## config.mk

```make
export PLATFORM = sky130hd
export DESIGN_NAME = tree_node_matcher
export DESIGN_NICKNAME = d
export VERILOG_FILES = /design/src/rtl/tnm_pkg.sv /design/src/rtl/tnm_line_watch.sv /design/src/rtl/tnm_shift_chain.sv /design/src/rtl/tnm_addr_cmp.sv /design/src/rtl/tree_node_matcher.sv
export SDC_FILE = /design/constraint.sdc
export NUM_CORES = 1
export LEC_CHECK = 0
export ABC_AREA = 1
export BUFFER_PORTS_ARGS = -buffer_cell sky130_fd_sc_hd__buf_2
export CAP_MARGIN = 20
export CORE_AREA = 2 2 39 41
export DETAILED_ROUTE_END_ITERATION = 10
export DIE_AREA = 0 0 41 43
export PLACE_DENSITY_LB_ADDON = 0.05
export SLEW_MARGIN = 30
export SYNTH_ARGS = -nofsm -noshare
export SYNTH_HDL_FRONTEND = slang
export SYNTH_SLANG_ARGS = --single-unit
```

## constraint.sdc

```tcl
create_clock -name clk -period 1 [get_ports clk]
set_input_delay 0.05 -clock clk [delete_from_list [all_inputs] [get_ports clk]]
set_output_delay 0.05 -clock clk [all_outputs]
set_load 0.02 [all_outputs]
```

## src/rtl/tnm_pkg.sv

```systemverilog
package tnm_pkg;

    // Events decoded from the two serial lines, one system cycle wide.
    typedef struct packed {
        logic clk_rise;   // rising edge on the serial clock line
        logic line_rst;   // data changed while the serial clock line stayed high
        logic bit_val;    // data value at the moment of the clock edge
    } ser_evt_t;

    // Match register state at the top level.
    typedef struct packed {
        logic hit;
    } match_state_t;

endpackage

```

## src/rtl/tnm_line_watch.sv

```systemverilog
module tnm_line_watch
    import tnm_pkg::*;
#(
    parameter int SYNC_STAGES = 2
) (
    input  logic     clk,
    input  logic     rst_n,
    input  logic     ser_clk,
    input  logic     ser_dat,
    output ser_evt_t evt
);

    // One extra stage beyond the synchroniser holds the previous value.
    localparam int PW   = SYNC_STAGES + 1;
    localparam int NOW  = PW - 2;
    localparam int PREV = PW - 1;

    typedef struct packed {
        logic [PW-1:0] sc;
        logic [PW-1:0] sd;
    } watch_t;

    watch_t watch_d, watch_q;

    always_comb begin
        watch_d    = watch_q;
        watch_d.sc = {watch_q.sc[PW-2:0], ser_clk};
        watch_d.sd = {watch_q.sd[PW-2:0], ser_dat};
    end

    always_ff @(posedge clk) begin
        if (!rst_n) begin
            watch_q <= '0;
        end else begin
            watch_q <= watch_d;
        end
    end

    always_comb begin
        evt          = '0;
        evt.clk_rise = watch_q.sc[NOW] & ~watch_q.sc[PREV];
        evt.line_rst = watch_q.sc[NOW] & watch_q.sc[PREV]
                     & (watch_q.sd[NOW] ^ watch_q.sd[PREV]);
        evt.bit_val  = watch_q.sd[NOW];
    end

    // a single serial clock edge yields a single capture event.
    p_one_capture_r2: assert property (@(posedge clk) disable iff (!rst_n)
        evt.clk_rise |=> !evt.clk_rise);

    // a capture and a line reset never share a cycle, so the order is defined.
    p_evt_apart_r10: assert property (@(posedge clk) disable iff (!rst_n)
        evt.line_rst |-> !$past(evt.line_rst) || !evt.clk_rise);

endmodule

```

## src/rtl/tnm_shift_chain.sv

```systemverilog
module tnm_shift_chain
    import tnm_pkg::*;
#(
    parameter int LEVEL = 3
) (
    input  logic             clk,
    input  logic             rst_n,
    input  ser_evt_t         evt,
    output logic [LEVEL-1:0] addr,
    output logic             full
);

    localparam int CW = $clog2(LEVEL + 1);
    localparam logic [CW-1:0] CNT_FULL = CW'(LEVEL);

    typedef struct packed {
        logic [CW-1:0]    cnt;
        logic [LEVEL-1:0] sh;
    } chain_t;

    chain_t chain_d, chain_q;
    logic   chain_full;

    assign chain_full = (chain_q.cnt == CNT_FULL);

    always_comb begin
        chain_d = chain_q;
        if (evt.line_rst) begin
            chain_d.cnt = '0;
            chain_d.sh  = '0;
        end else if (evt.clk_rise && !chain_full) begin
            // The earliest bit ends in the top position after LEVEL shifts.
            chain_d.sh  = (chain_q.sh << 1) | LEVEL'(evt.bit_val);
            chain_d.cnt = chain_q.cnt + 1'b1;
        end
    end

    always_ff @(posedge clk) begin
        if (!rst_n) begin
            chain_q <= '0;
        end else begin
            chain_q <= chain_d;
        end
    end

    assign addr = chain_q.sh;
    assign full = chain_full;

    // the count never passes the node depth.
    p_cnt_bound_r3: assert property (@(posedge clk) disable iff (!rst_n)
        chain_q.cnt <= CNT_FULL);

    // a full chain keeps its contents until a line reset.
    p_frozen_r4: assert property (@(posedge clk) disable iff (!rst_n)
        (chain_full && !evt.line_rst) |=> ($stable(chain_q.sh) && full));

    // a line reset empties the chain.
    p_clear_r6: assert property (@(posedge clk) disable iff (!rst_n)
        evt.line_rst |=> (chain_q.cnt == '0 && chain_q.sh == '0));

endmodule

```

## src/rtl/tnm_addr_cmp.sv

```systemverilog
module tnm_addr_cmp #(
    parameter int               LEVEL     = 3,
    parameter logic [LEVEL-1:0] NODE_ADDR = 3'b101
) (
    input  logic [LEVEL-1:0] addr,
    input  logic             full,
    output logic             match
);

    logic [LEVEL-1:0] bit_eq;

    for (genvar gi = 0; gi < LEVEL; gi++) begin : g_bit
        assign bit_eq[gi] = ~(addr[gi] ^ NODE_ADDR[gi]);
    end

    assign match = full & (&bit_eq);

endmodule

```

## src/rtl/tree_node_matcher.sv

```systemverilog
module tree_node_matcher
    import tnm_pkg::*;
#(
    parameter int                    NODE_LEVEL  = 3,
    parameter logic [NODE_LEVEL-1:0] NODE_ADDR   = 3'b101,
    parameter int                    SYNC_STAGES = 2
) (
    input  logic clk,
    input  logic rst_n,
    input  logic ser_clk,
    input  logic ser_dat,
    output logic hit,
    output logic buf_en
);

    ser_evt_t              evt;
    logic [NODE_LEVEL-1:0] chain_addr;
    logic                  chain_full;
    logic                  addr_match;
    match_state_t          state_d, state_q;

    tnm_line_watch #(
        .SYNC_STAGES (SYNC_STAGES)
    ) u_watch (
        .clk     (clk),
        .rst_n   (rst_n),
        .ser_clk (ser_clk),
        .ser_dat (ser_dat),
        .evt     (evt)
    );

    tnm_shift_chain #(
        .LEVEL (NODE_LEVEL)
    ) u_chain (
        .clk   (clk),
        .rst_n (rst_n),
        .evt   (evt),
        .addr  (chain_addr),
        .full  (chain_full)
    );

    tnm_addr_cmp #(
        .LEVEL     (NODE_LEVEL),
        .NODE_ADDR (NODE_ADDR)
    ) u_cmp (
        .addr  (chain_addr),
        .full  (chain_full),
        .match (addr_match)
    );

    always_comb begin
        state_d = state_q;
        if (evt.line_rst) begin
            state_d.hit = 1'b0;           // reset wins over a match forming now
        end else if (addr_match) begin
            state_d.hit = 1'b1;
        end
    end

    always_ff @(posedge clk) begin
        if (!rst_n) begin
            state_q <= '0;
        end else begin
            state_q <= state_d;
        end
    end

    assign hit    = state_q.hit;
    assign buf_en = state_q.hit;

    // the flag is only up with a full chain behind it.
    p_hit_full_r2: assert property (@(posedge clk) disable iff (!rst_n)
        hit |-> chain_full);

    // the flag is only up when the held bits equal the node address.
    p_hit_addr_r5: assert property (@(posedge clk) disable iff (!rst_n)
        hit |-> (chain_addr == NODE_ADDR));

    // a line reset drops the flag on the next cycle.
    p_hit_drop_r6: assert property (@(posedge clk) disable iff (!rst_n)
        evt.line_rst |=> !hit);

    // the flag holds while no line reset arrives.
    p_hit_hold_r7: assert property (@(posedge clk) disable iff (!rst_n)
        (hit && !evt.line_rst) |=> hit);

endmodule

```

Word level (Yosys, flattened, before mapping)
Cells that the tools add are included.
Operators by class
  $add $sub $neg: 1
  equal/unequal tests: 1
  bitwise operators: 9
  reduce and logical (&&, ||, !) cells: 4
Operators by type and width (number)
  $and 1x1->1: 4
  $not 1->1: 3
  $or 3x1->3: 1
  $reduce_and 3->1: 1
  $add 2x1->2 const B: 1
  $eq 2x2->1 const B: 1
  $reduce_or 2->1: 1
  $logic_and 1x1->1: 1
  $logic_not 1->1: 1
  $xor 1x1->1: 1
Storage, ports and cells
  flip-flop bits (word level): 12
  output and inout bits: 2

Longest topological paths before layout
Gate-level depths: netlist (run 1).
  word-level depth: 3
  mapped depth: 7

By module
A second synthesis (run 1) with hierarchy kept.
Second synthesis, totals
  cells, all modules: 75
  area total of the unflattened synthesis: 518.0 µm²
By module, submodules not included
  tnm_shift_chain: instances 1, cells an instance 38, area an instance 252.7 µm², sequential area each 100.1 µm²
  tnm_line_watch: instances 1, cells an instance 27, area an instance 205.2 µm², sequential area each 120.1 µm²
  tree_node_matcher: instances 1, cells an instance 6, area an instance 42.5 µm², sequential area each 20.0 µm²
  tnm_addr_cmp: instances 1, cells an instance 4, area an instance 17.5 µm², sequential area each 0.0 µm²

Least setup slack after synthesis (run 1)
Ideal clock, no wire load.
  kind: flip-flop to flip-flop
  from: register u_chain.chain_q[3] in the netlist's numbering
  to: register u_chain.chain_q, in the netlist u_chain.addr[1]
  setup time: 0.112 ns
  data arrival time: 0.879 ns
  data required time: 0.888 ns
  path slack: 0.009 ns
  stages on the path, launching flop included: 8
  clock period less this slack: 0.991 ns
  cell sequence: dfxtp_1 ha_1 inv_2 nand3_2 nand2_1 nand2_1 inv_1 nor2_1
On the way
  longest elaborated chain between the ends: 3
RTL lines
  start, declared: RTL line tnm_shift_chain.sv:21  | chain_t chain_d, chain_q;
  start signal, assigned: RTL line tnm_shift_chain.sv:42  | chain_q <= chain_d;
  $eq 2x2->1: RTL line tnm_shift_chain.sv:24  | assign chain_full = (chain_q.cnt == CNT_FULL);
  $logic_not 1->1: RTL line tnm_shift_chain.sv:31  | end else if (evt.clk_rise && !chain_full) begin
  $logic_and 1x1->1: RTL line tnm_shift_chain.sv:31
No other way between the ends.
A chain may end at the register's enable or synchronous reset.

Final worst setup path (run 1)
  from: register u_chain.chain_q[4] in the netlist's numbering
  to: register u_chain.chain_q, in the netlist u_chain.addr[0]
Same word-level chain as after synthesis.

==> results.py, run 1 <==
metrics = {
    "pwr": {
        "max-vdd-ir-drop_v": 0.000611,
        "p_per_area_mw_per_mm2": 1290,
        "leakagePower_nw": 0.336,
    },
    "sta": {
        "relSlewSlack_pct": 88.6,
        "tightest_slew_ns": 0.170,
        "holdWs_ns": 0.0660,
        "slew_violations": 0,
        "finalSetupViolations": 2,
        "post-route-period-util_pct": 101,
        "period_needed_ns": 1.01,
        "hold_viol_final": 0,
        "max_clock_freq_ghz": 0.993,
        "worst_slack_ns": -0.00687,
        "tns_ns": -0.0109,
        "clock_skew_ns": 0.00161,
        "rsz0062_at_grt": "true",
    },
    "floorplanning": {
        "core_area_mm2": 0.00138,
        "num_rows": 14,
        "io_pins": 6,
        "start_util_pct": 36.8,
        "die_h_um": 43,
        "dieArea_mm2": 0.00176,
        "die_width_um": 41,
    },
    "final_layout": {
        "final_cell_mix": "nand2_1, inv_1, dfxtp_1, nor2_1",
        "drive_gt1_share_pct": 30.0,
        "fill_cells": 149,
        "mostFrequentLayoutCell": "nand2_1",
        "areaGrowthSynthToFinish_pct": 28.3,
        "antenna_cells": 0,
        "fin_util_pct": 47.2,
        "finalInstanceArea_um2": 653,
        "nets": 87,
    },
    "flow_run": {
        "maxCapViolCount": 0,
    },
    "outcome": {
        "violations": "negative setup slack",
        "status": "finished, violations left",
    },
    "global_route": {
        "busiest_layer": "met2",
        "grt_start_max_net_pins": 8,
        "grt_use_met1_pct": 17.0,
        "grt_use_total_pct": 13.9,
        "grt_overflow": 0,
        "grt_pass1_vias": 406,
        "met2_usage_pct": 20.3,
        "antenna_found_initial": 0,
        "met3_usage_pct": 3.14,
        "grt_pass1_wl_um": 1620,
    },
    "clock_tree": {
        "clockBufferDepth": 2,
        "cts.clk_slew.worst_paths_ns": 0.07,
        "cts_sinks": 12,
        "cts_inserted_buffers": 3,
        "cts_tree": "built",
        "htree_levels": 1,
        "root_buffer": "clkbuf_4",
        "clk-insertion-delay-late_ns": 0.26,
    },
    "setup_path": {
        "cpMaxStageDelayCell": "dfxtp_2",
        "arrival_ns": 1.21,
        "criticalPathCategory": "reg -> reg",
        "cp_top_family": "flip-flops",
        "required_ns": 1.21,
        "cp_cell_sequence": "ha_4, inv_4, buf_6, nand4_1, nand2_1, inv_1, nor2_1",
        "endpoint_kind": "flip-flop",
        "max_stage_delay_ns": 0.34,
        "cp_num_buf_inv": 3,
        "cp_max_fo": 4,
        "crit_path_start_kind": "flip-flop",
    },
    "routing": {
        "viasPerCell": 4.49,
        "drcViolationCount": 0,
        "ant_nets": 0,
        "first_pass_iters": 4,
        "wl_per_cell_um": 9.35,
        "dr.first_iter.drc_count": 4,
        "vias": 431,
        "routed_wl_um": 898,
    },
    "synthesis": {
        "yosys.cell_types.count": 14,
        "syn_area_um2": 509,
        "syn_area_per_cell_um2": 7.72,
        "synth.net_count": 71,
        "ys_warn_count": 0,
        "synth_cells": 66,
        "yosysSeqAreaShare_pct": 47.2,
        "synth_seq_cells": 12,
    },
    "worst_hold_path": {
        "min_path_type": "in -> reg",
    },
    "placed_design": {
        "hpwl_um": 655,
        "place_area_um2": 573,
        "gp_congestion": 0.609,
        "place_ws_ns": -0.0695,
        "port_buffers": 5,
    },
}
==> metrics by stage <==
stage               cells  total power, W
floorplan              66        0.000540
global placement       90        0.000559
detailed placement     90        0.000560
CTS                    96        0.000865
global route           96        0.000903
finish                 96        0.000843
==> layer usage <==
metal	vias to the layer above	routed length, um
met4	0	17
met3	2	32
li1	225	-
met2	8	448
met1	196	399
met5	-	0
==> registers in the layout, indices dropped and copies added (netlist names) <==
register	cells
buf_en	1
u_watch.evt	1
u_watch.watch_d	3
u_chain.addr	3
u_chain.chain_q	2
u_watch.watch_q	2
==> synthesized netlist by cell type <==
master,count,area share [%]
nand3_1,1,0.98
nor2_1,8,5.9
nand4_1,5,6.1
ha_1,1,2.5
nand3b_4,1,3.9
inv_1,13,9.6
buf_4,1,1.5
nand2_4,1,2.2
nand2_2,1,1.2
buf_6,1,2.2
dfxtp_1,12,47
nand2_1,18,13
nand3_2,1,2.0
inv_2,2,1.5
==> area by class of cell <==
cell class              instances  area (um^2)  share of cell area, %
flip-flops and latches         12          244                   37.4
multi-input cells              37          214                   32.8
repair buffers                 13         93.8                   14.4
inverters                      15         58.8                   9.00
clock buffers                   3         22.5                   3.45
well taps                      16         20.0                   3.07
==> path summary, 6_finish.rpt <==
path,from,end,slack [ns],depth (start not counted)
setup / recovery,u_chain.chain_q[4],u_chain.addr[0],-0.007,7
hold / removal,rst_n,u_watch.watch_d[5],0.07,3
setup reg to reg,u_chain.chain_q[4],u_chain.addr[0],-0.007,7
hold reg to reg,u_watch.watch_d[4],u_watch.watch_d[5],0.41,2
==> power by group <==
group          switching, W  internal, W
clock network      0.000145     0.000139
logic             0.0000286    0.0000282
registers         0.0000111     0.000491
==> worst min-delay path: stages <==
cell and delay, ns:
buf_2 0.15, nand2_1 0.07, inv_1 0.03
==> cell families (layout without fill, tap and decap cells) <==
group / Yosys count / after routing / share of synthesized area (%)
buffers and inverters: 17 / 31 / 14.7
adders and majority gates: 1 / 1 / 2.46
and+or+nand+nor: 36 / 36 / 35.6
DFF: 12 / 12 / 47.2
==> what timing repair did <==
action                                  CTS  global route
endpoints found under the hold margin     2             0
endpoints found under the setup margin    6             5
setup buffers                             1             0
resized for setup                         7             1
hold buffers                              2             0
pin swaps                                 4             4
No activity file was read; power rests on OpenSTA's default activity.
==> run 2: changes to the inputs <==
BUFFER_PORTS_ARGS = -buffer_cell sky130_fd_sc_hd__buf_4   (was -buffer_cell sky130_fd_sc_hd__buf_2)
==> run 2 against run 1 <==
Effect of this change:
- the run now ends clean
- critical path depth stayed put
- sequential power hardly changed
- die area stayed put
- sequential cell count stayed put
- routed wire length is 7.6% lower
- largest cell class unchanged
- clock skew is 0.0044 ns higher
- global-route usage is 1.3 points lower
==> results.py, run 2 (synthesis results as in run 1) <==
metrics = {
    "outcome": {
        "status": "complete, no violations",
    },
    "final_layout": {
        "areaGrowthSynthToFinish_pct": 24.6,
        "nets": 81,
        "mostFrequentLayoutCell": "nand2_1",
        "antenna_cells": 0,
        "final_cell_mix": "nand2_1, inv_1, dfxtp_1, nor2_1",
        "fill_cells": 140,
        "fin_util_pct": 45.8,
        "drive_gt1_share_pct": 24.0,
        "finalInstanceArea_um2": 634,
    },
    "floorplanning": {
        "dieArea_mm2": 0.00176,
        "die_width_um": 41,
        "die_h_um": 43,
        "start_util_pct": 36.8,
        "io_pins": 6,
        "num_rows": 14,
        "core_area_mm2": 0.00138,
    },
    "setup_path": {
        "criticalPathCategory": "reg -> reg",
        "reg2reg_slack_ns": 0.02,
        "r2r_end": "u_chain.chain_q[4]",
        "arrival_ns": 1.15,
        "endpoint_kind": "flip-flop",
        "crit_path_start_kind": "flip-flop",
        "rr_worst_depth": 7,
        "cp_max_fo": 6,
        "required_ns": 1.17,
        "rr_startpoint": "u_chain.chain_q[3]",
    },
    "placed_design": {
        "hpwl_um": 560,
        "place_area_um2": 548,
        "gp_congestion": 0.693,
        "port_buffers": 5,
    },
    "clock_tree": {
        "cts_inserted_buffers": 3,
        "post_cts_buffers": 0,
        "cts_sinks": 12,
        "clk-insertion-delay-late_ns": 0.28,
        "cts_tree": "built",
        "clockBufferDepth": 2,
        "cts.clk_slew.worst_paths_ns": 0.08,
        "htree_levels": 1,
        "root_buffer": "clkbuf_4",
    },
    "pwr": {
        "leakagePower_nw": 0.317,
        "p_per_area_mw_per_mm2": 1480,
        "max-vdd-ir-drop_v": 0.000613,
    },
    "worst_hold_path": {
        "worstHoldStart": "rst_n",
        "whs_path_depth": 3,
        "min_path_type": "in -> reg",
        "holdPathEnd": "u_watch.watch_d[4]",
    },
    "routing": {
        "drcViolationCount": 0,
        "first_pass_iters": 3,
        "viasPerCell": 4.35,
        "wl_per_cell_um": 9.12,
        "vias": 396,
        "dr.first_iter.drc_count": 4,
        "ant_nets": 0,
        "routed_wl_um": 830,
    },
    "sta": {
        "tightest_slew_ns": 0.185,
        "hold_viol_final": 0,
        "post-route-period-util_pct": 98.2,
        "relSlewSlack_pct": 87.7,
        "slew_violations": 0,
        "clock_skew_ns": 0.00604,
        "period_needed_ns": 0.982,
        "finalSetupViolations": 0,
        "max_clock_freq_ghz": 1.02,
        "rsz0062_at_grt": "true",
    },
    "global_route": {
        "grt_pass1_wl_um": 1440,
        "grt_pass1_vias": 377,
        "grt_overflow": 0,
        "grt_use_total_pct": 12.6,
        "antenna_found_initial": 0,
        "grt_start_max_net_pins": 9,
    },
    "flow_run": {
        "maxCapViolCount": 0,
    },
}
[run 2: cell types whose count changed in the layout (fill, tap and decap cells not counted), sizes merged]
cell / before / now
buf: 11 / 5
clkbuf: 3 / 4
[run 2: report_power, final]
part	leakage, nW	internal, W	switching, W	total (W)
Clock	0.0210	0.000221	0.000165	0.000387
Sequential	0.0990	0.000490	0.0000120	0.000502
Combinational	0.197	0.0000262	0.0000269	0.0000531
Total	0.317	0.000737	0.000204	0.000942
[run 2: layout make-up]
class	count	area [um^2]	area share, %
clock buffer	4	36.3	5.72
inverter	15	61.3	9.66
multi-input combinational	37	214	33.7
sequential	12	245	38.7
tap	16	20.0	3.16
timing repair buffer	7	57.6	9.07
[run 2: how the worst max path moves through the flow]
| stage | cells past startpoint | slack [ns] | startpoint | endpoint |
|---|---|---|---|---|
| 2_1_floorplan | 7 | 0.009 | u_chain.chain_q[3] | u_chain.addr[1] |
| 3_3_place_gp | 7 | -0.09 | u_chain.chain_q[3] | u_chain.addr[0] |
| 3_5_place_dp | 7 | -0.09 | u_chain.chain_q[3] | u_chain.addr[2] |
| 4_1_cts | 7 | 0.003 | u_chain.chain_q[3] | u_chain.chain_q[4] |
| 5_1_grt | 7 | -0.05 | u_chain.chain_q[3] | u_chain.addr[2] |
| 6_report | 7 | 0.02 | u_chain.chain_q[3] | u_chain.chain_q[4] |
[run 2: timing repair]
item / CTS / global route
hold endpoints to repair: 2 / 0
gates resized for setup: 5 / 3
pin swaps: 1 / 0
hold buffers: 2 / 0
setup endpoints to repair: 5 / 5
[run 2: metrics by stage]
step,hold WS [ns],setup slack (ns),std cells,setup TNS (ns),power [W]
2_1_floorplan,0.143,0.00940,66,0,0.000540
3_3_place_gp,0.237,-0.0867,85,-0.385,0.000557
3_5_place_dp,0.236,-0.0926,85,-0.425,0.000558
4_1_cts,0.0315,0.00275,91,0,0.000944
5_1_grt,0.0308,-0.0539,91,-0.246,0.000984
6_report,0.0256,0.0178,91,0,0.000942
[run 2: routing by layer]
layer | GRT usage [%] | up-vias | wire length [um]
met4 | 12.0 | 0 | 36
li1 | - | 215 | -
met1 | 15.0 | 167 | 414
met3 | 3.14 | 5 | 31
met2 | 17.2 | 9 | 348
met5 | 0 | - | 0
[run 2: critical path: stages, from the launching register on]
cell and delay [ns]:
dfxtp_4 0.36, ha_4 0.17, inv_6 0.07, nand3_4 0.08
nand2_1 0.07, nand2_1 0.04, inv_1 0.04, nor2_1 0.03
==> run 3: changes to the inputs <==
PLACE_DENSITY_LB_ADDON = default   (was 0.05)
clock period = 0.9 ns   (was 1 ns; I/O delays follow)
==> run 3 against run 2 <==
Effect of this change:
- the flow now finishes with violations (negative setup slack)
- routed wire length fell by 6.1%
- clock-buffer cell count stayed put
- core utilization grew 0.99 points
- critical path type unchanged
- largest cell class unchanged
- highest routed layer unchanged
==> results.py, run 3 (synthesis results as in run 1) <==
metrics = {
    "setup_path": {
        "crit_path_start_kind": "flip-flop",
        "cp_num_buf_inv": 2,
        "criticalPathCategory": "reg -> reg",
        "critPathMostFrequentCell": "nand2_1",
        "cpMaxStageDelayCell": "dfxtp_2",
        "cp_cell_sequence": "ha_4, inv_6, nand3_4, nand2_1, nand2_1, inv_1, nor2_1",
        "endpoint_kind": "flip-flop",
        "cp_max_fo": 6,
        "cp_top_family": "flip-flops",
        "arrival_ns": 1.15,
        "required_ns": 1.08,
        "max_stage_delay_ns": 0.34,
    },
    "global_route": {
        "grt_pass1_wl_um": 1310,
        "grt_use_total_pct": 11.9,
        "grt_pass1_vias": 330,
        "antenna_found_initial": 0,
        "grt_start_max_net_pins": 8,
        "grt_overflow": 0,
    },
    "final_layout": {
        "nets": 83,
        "mostFrequentLayoutCell": "nand2_1",
        "antenna_cells": 0,
        "final_cell_mix": "nand2_1, inv_1, dfxtp_1, nor2_1, buf_4",
        "fill_cells": 153,
        "drive_gt1_share_pct": 27.3,
        "areaGrowthSynthToFinish_pct": 27.3,
    },
    "sta": {
        "post-route-period-util_pct": 107,
        "finalSetupViolations": 5,
        "tightest_slew_ns": 0.133,
        "max_clock_freq_ghz": 1.04,
        "worst_slack_ns": -0.0657,
        "clock_skew_ns": 0.00694,
        "holdWs_ns": 0.0134,
        "relSlewSlack_pct": 91.1,
        "period_needed_ns": 0.966,
        "hold_viol_final": 0,
        "rsz0062_at_grt": "true",
        "slew_violations": 0,
    },
    "routing": {
        "viasPerCell": 4.22,
        "ant_nets": 0,
        "dr.first_iter.drc_count": 3,
        "routed_wl_um": 779,
        "wl_per_cell_um": 8.38,
        "first_pass_iters": 4,
        "drcViolationCount": 0,
        "vias": 392,
    },
    "floorplanning": {
        "die_h_um": 43,
        "num_rows": 14,
        "die_width_um": 41,
        "start_util_pct": 36.8,
        "core_area_mm2": 0.00138,
        "io_pins": 6,
        "dieArea_mm2": 0.00176,
    },
    "clock_tree": {
        "clockBufferDepth": 2,
        "root_buffer": "clkbuf_4",
        "cts_sinks": 12,
        "cts_tree": "built",
        "clk-insertion-delay-late_ns": 0.28,
        "cts.clk_slew.worst_paths_ns": 0.08,
        "htree_levels": 1,
        "cts_inserted_buffers": 3,
    },
    "flow_run": {
        "maxCapViolCount": 0,
    },
    "outcome": {
        "status": "finished, violations left",
        "violations": "negative setup slack",
    },
    "placed_design": {
        "gp_congestion": 0.641,
        "place_ws_ns": -0.0644,
        "hpwl_um": 535,
        "port_buffers": 5,
    },
    "pwr": {
        "leakagePower_nw": 0.328,
        "p_per_area_mw_per_mm2": 1630,
        "max-vdd-ir-drop_v": 0.000987,
    },
    "worst_hold_path": {
        "min_path_type": "in -> reg",
    },
}
run 3: changes by cell type in the layout (fill, tap and decap cells not counted):
| cell | delta |
|---|---|
| buf_4 | +2 |
| dfxtp_2 | +2 |
| dfxtp_1 | -1 |
| dfxtp_4 | -1 |
run 3: worst paths after layout:
path                           start                  to  slack, ns  cells past startpoint
hold / removal                 rst_n  u_watch.watch_d[5]       0.01                      3
setup reg to reg  u_chain.chain_q[3]  u_chain.chain_q[4]      -0.07                      7
setup / recovery  u_chain.chain_q[3]  u_chain.chain_q[4]      -0.07                      7
hold reg to reg   u_watch.watch_d[4]  u_watch.watch_d[5]       0.41                      2
run 3: worst min-delay path: cells and delay by family:
family | cells | cell delay (ns)
buffers and inverters | 2 | 0.17
and+or+nand+nor | 1 | 0.05
run 3: timing repair:
action | in CTS | in global routing
setup endpoints to repair | 6 | 6
gates resized for setup | 1 | 1
hold endpoints to repair | 2 | 0
buffers inserted | 0 | 0
pin swaps | 3 | 3
hold buffers | 2 | 0
run 3: cell type report:
cell class | instances | area, um^2 | share of cell area [%]
Inverter | 15 | 61.3 | 9.46
Clock buffer | 4 | 36.3 | 5.60
Sequential cell | 12 | 244 | 37.6
Timing Repair Buffer | 9 | 72.6 | 11.2
Multi-Input combinational cell | 37 | 214 | 33.0
Tap cell | 16 | 20.0 | 3.09
run 3: metal layers:
metal	vias to the layer above	part of all wire, %	wire length (um)	GRT usage [%]
met2	7	45	350	15.3
li1	219	-	-	-
met1	164	46	360	13.6
met3	2	7.1	55	9.42
met5	-	0	0	0
met4	0	1.5	12	6.00
run 3: power by group:
group | switching (W) | internal, W
clock network | 0.000189 | 0.000247
logic | 0.0000319 | 0.0000339
registers | 0.0000112 | 0.000546
total | 0.000232 | 0.000826
run 3: through the flow:
step / utilization [%] / TNS, ns / total power (W) / cell area (um^2) / cells
finish: 46.8 / -0.262 / 0.00106 / 648 / 93
global route: 46.8 / -0.628 / 0.00111 / 648 / 93
CTS: 46.7 / -0.307 / 0.00107 / 646 / 93
detailed placement: 42.5 / -0.276 / 0.000629 / 588 / 87
global placement: 42.5 / -0.231 / 0.000628 / 588 / 87
floorplan: - / -0.00295 / 0.000604 / 534 / 66
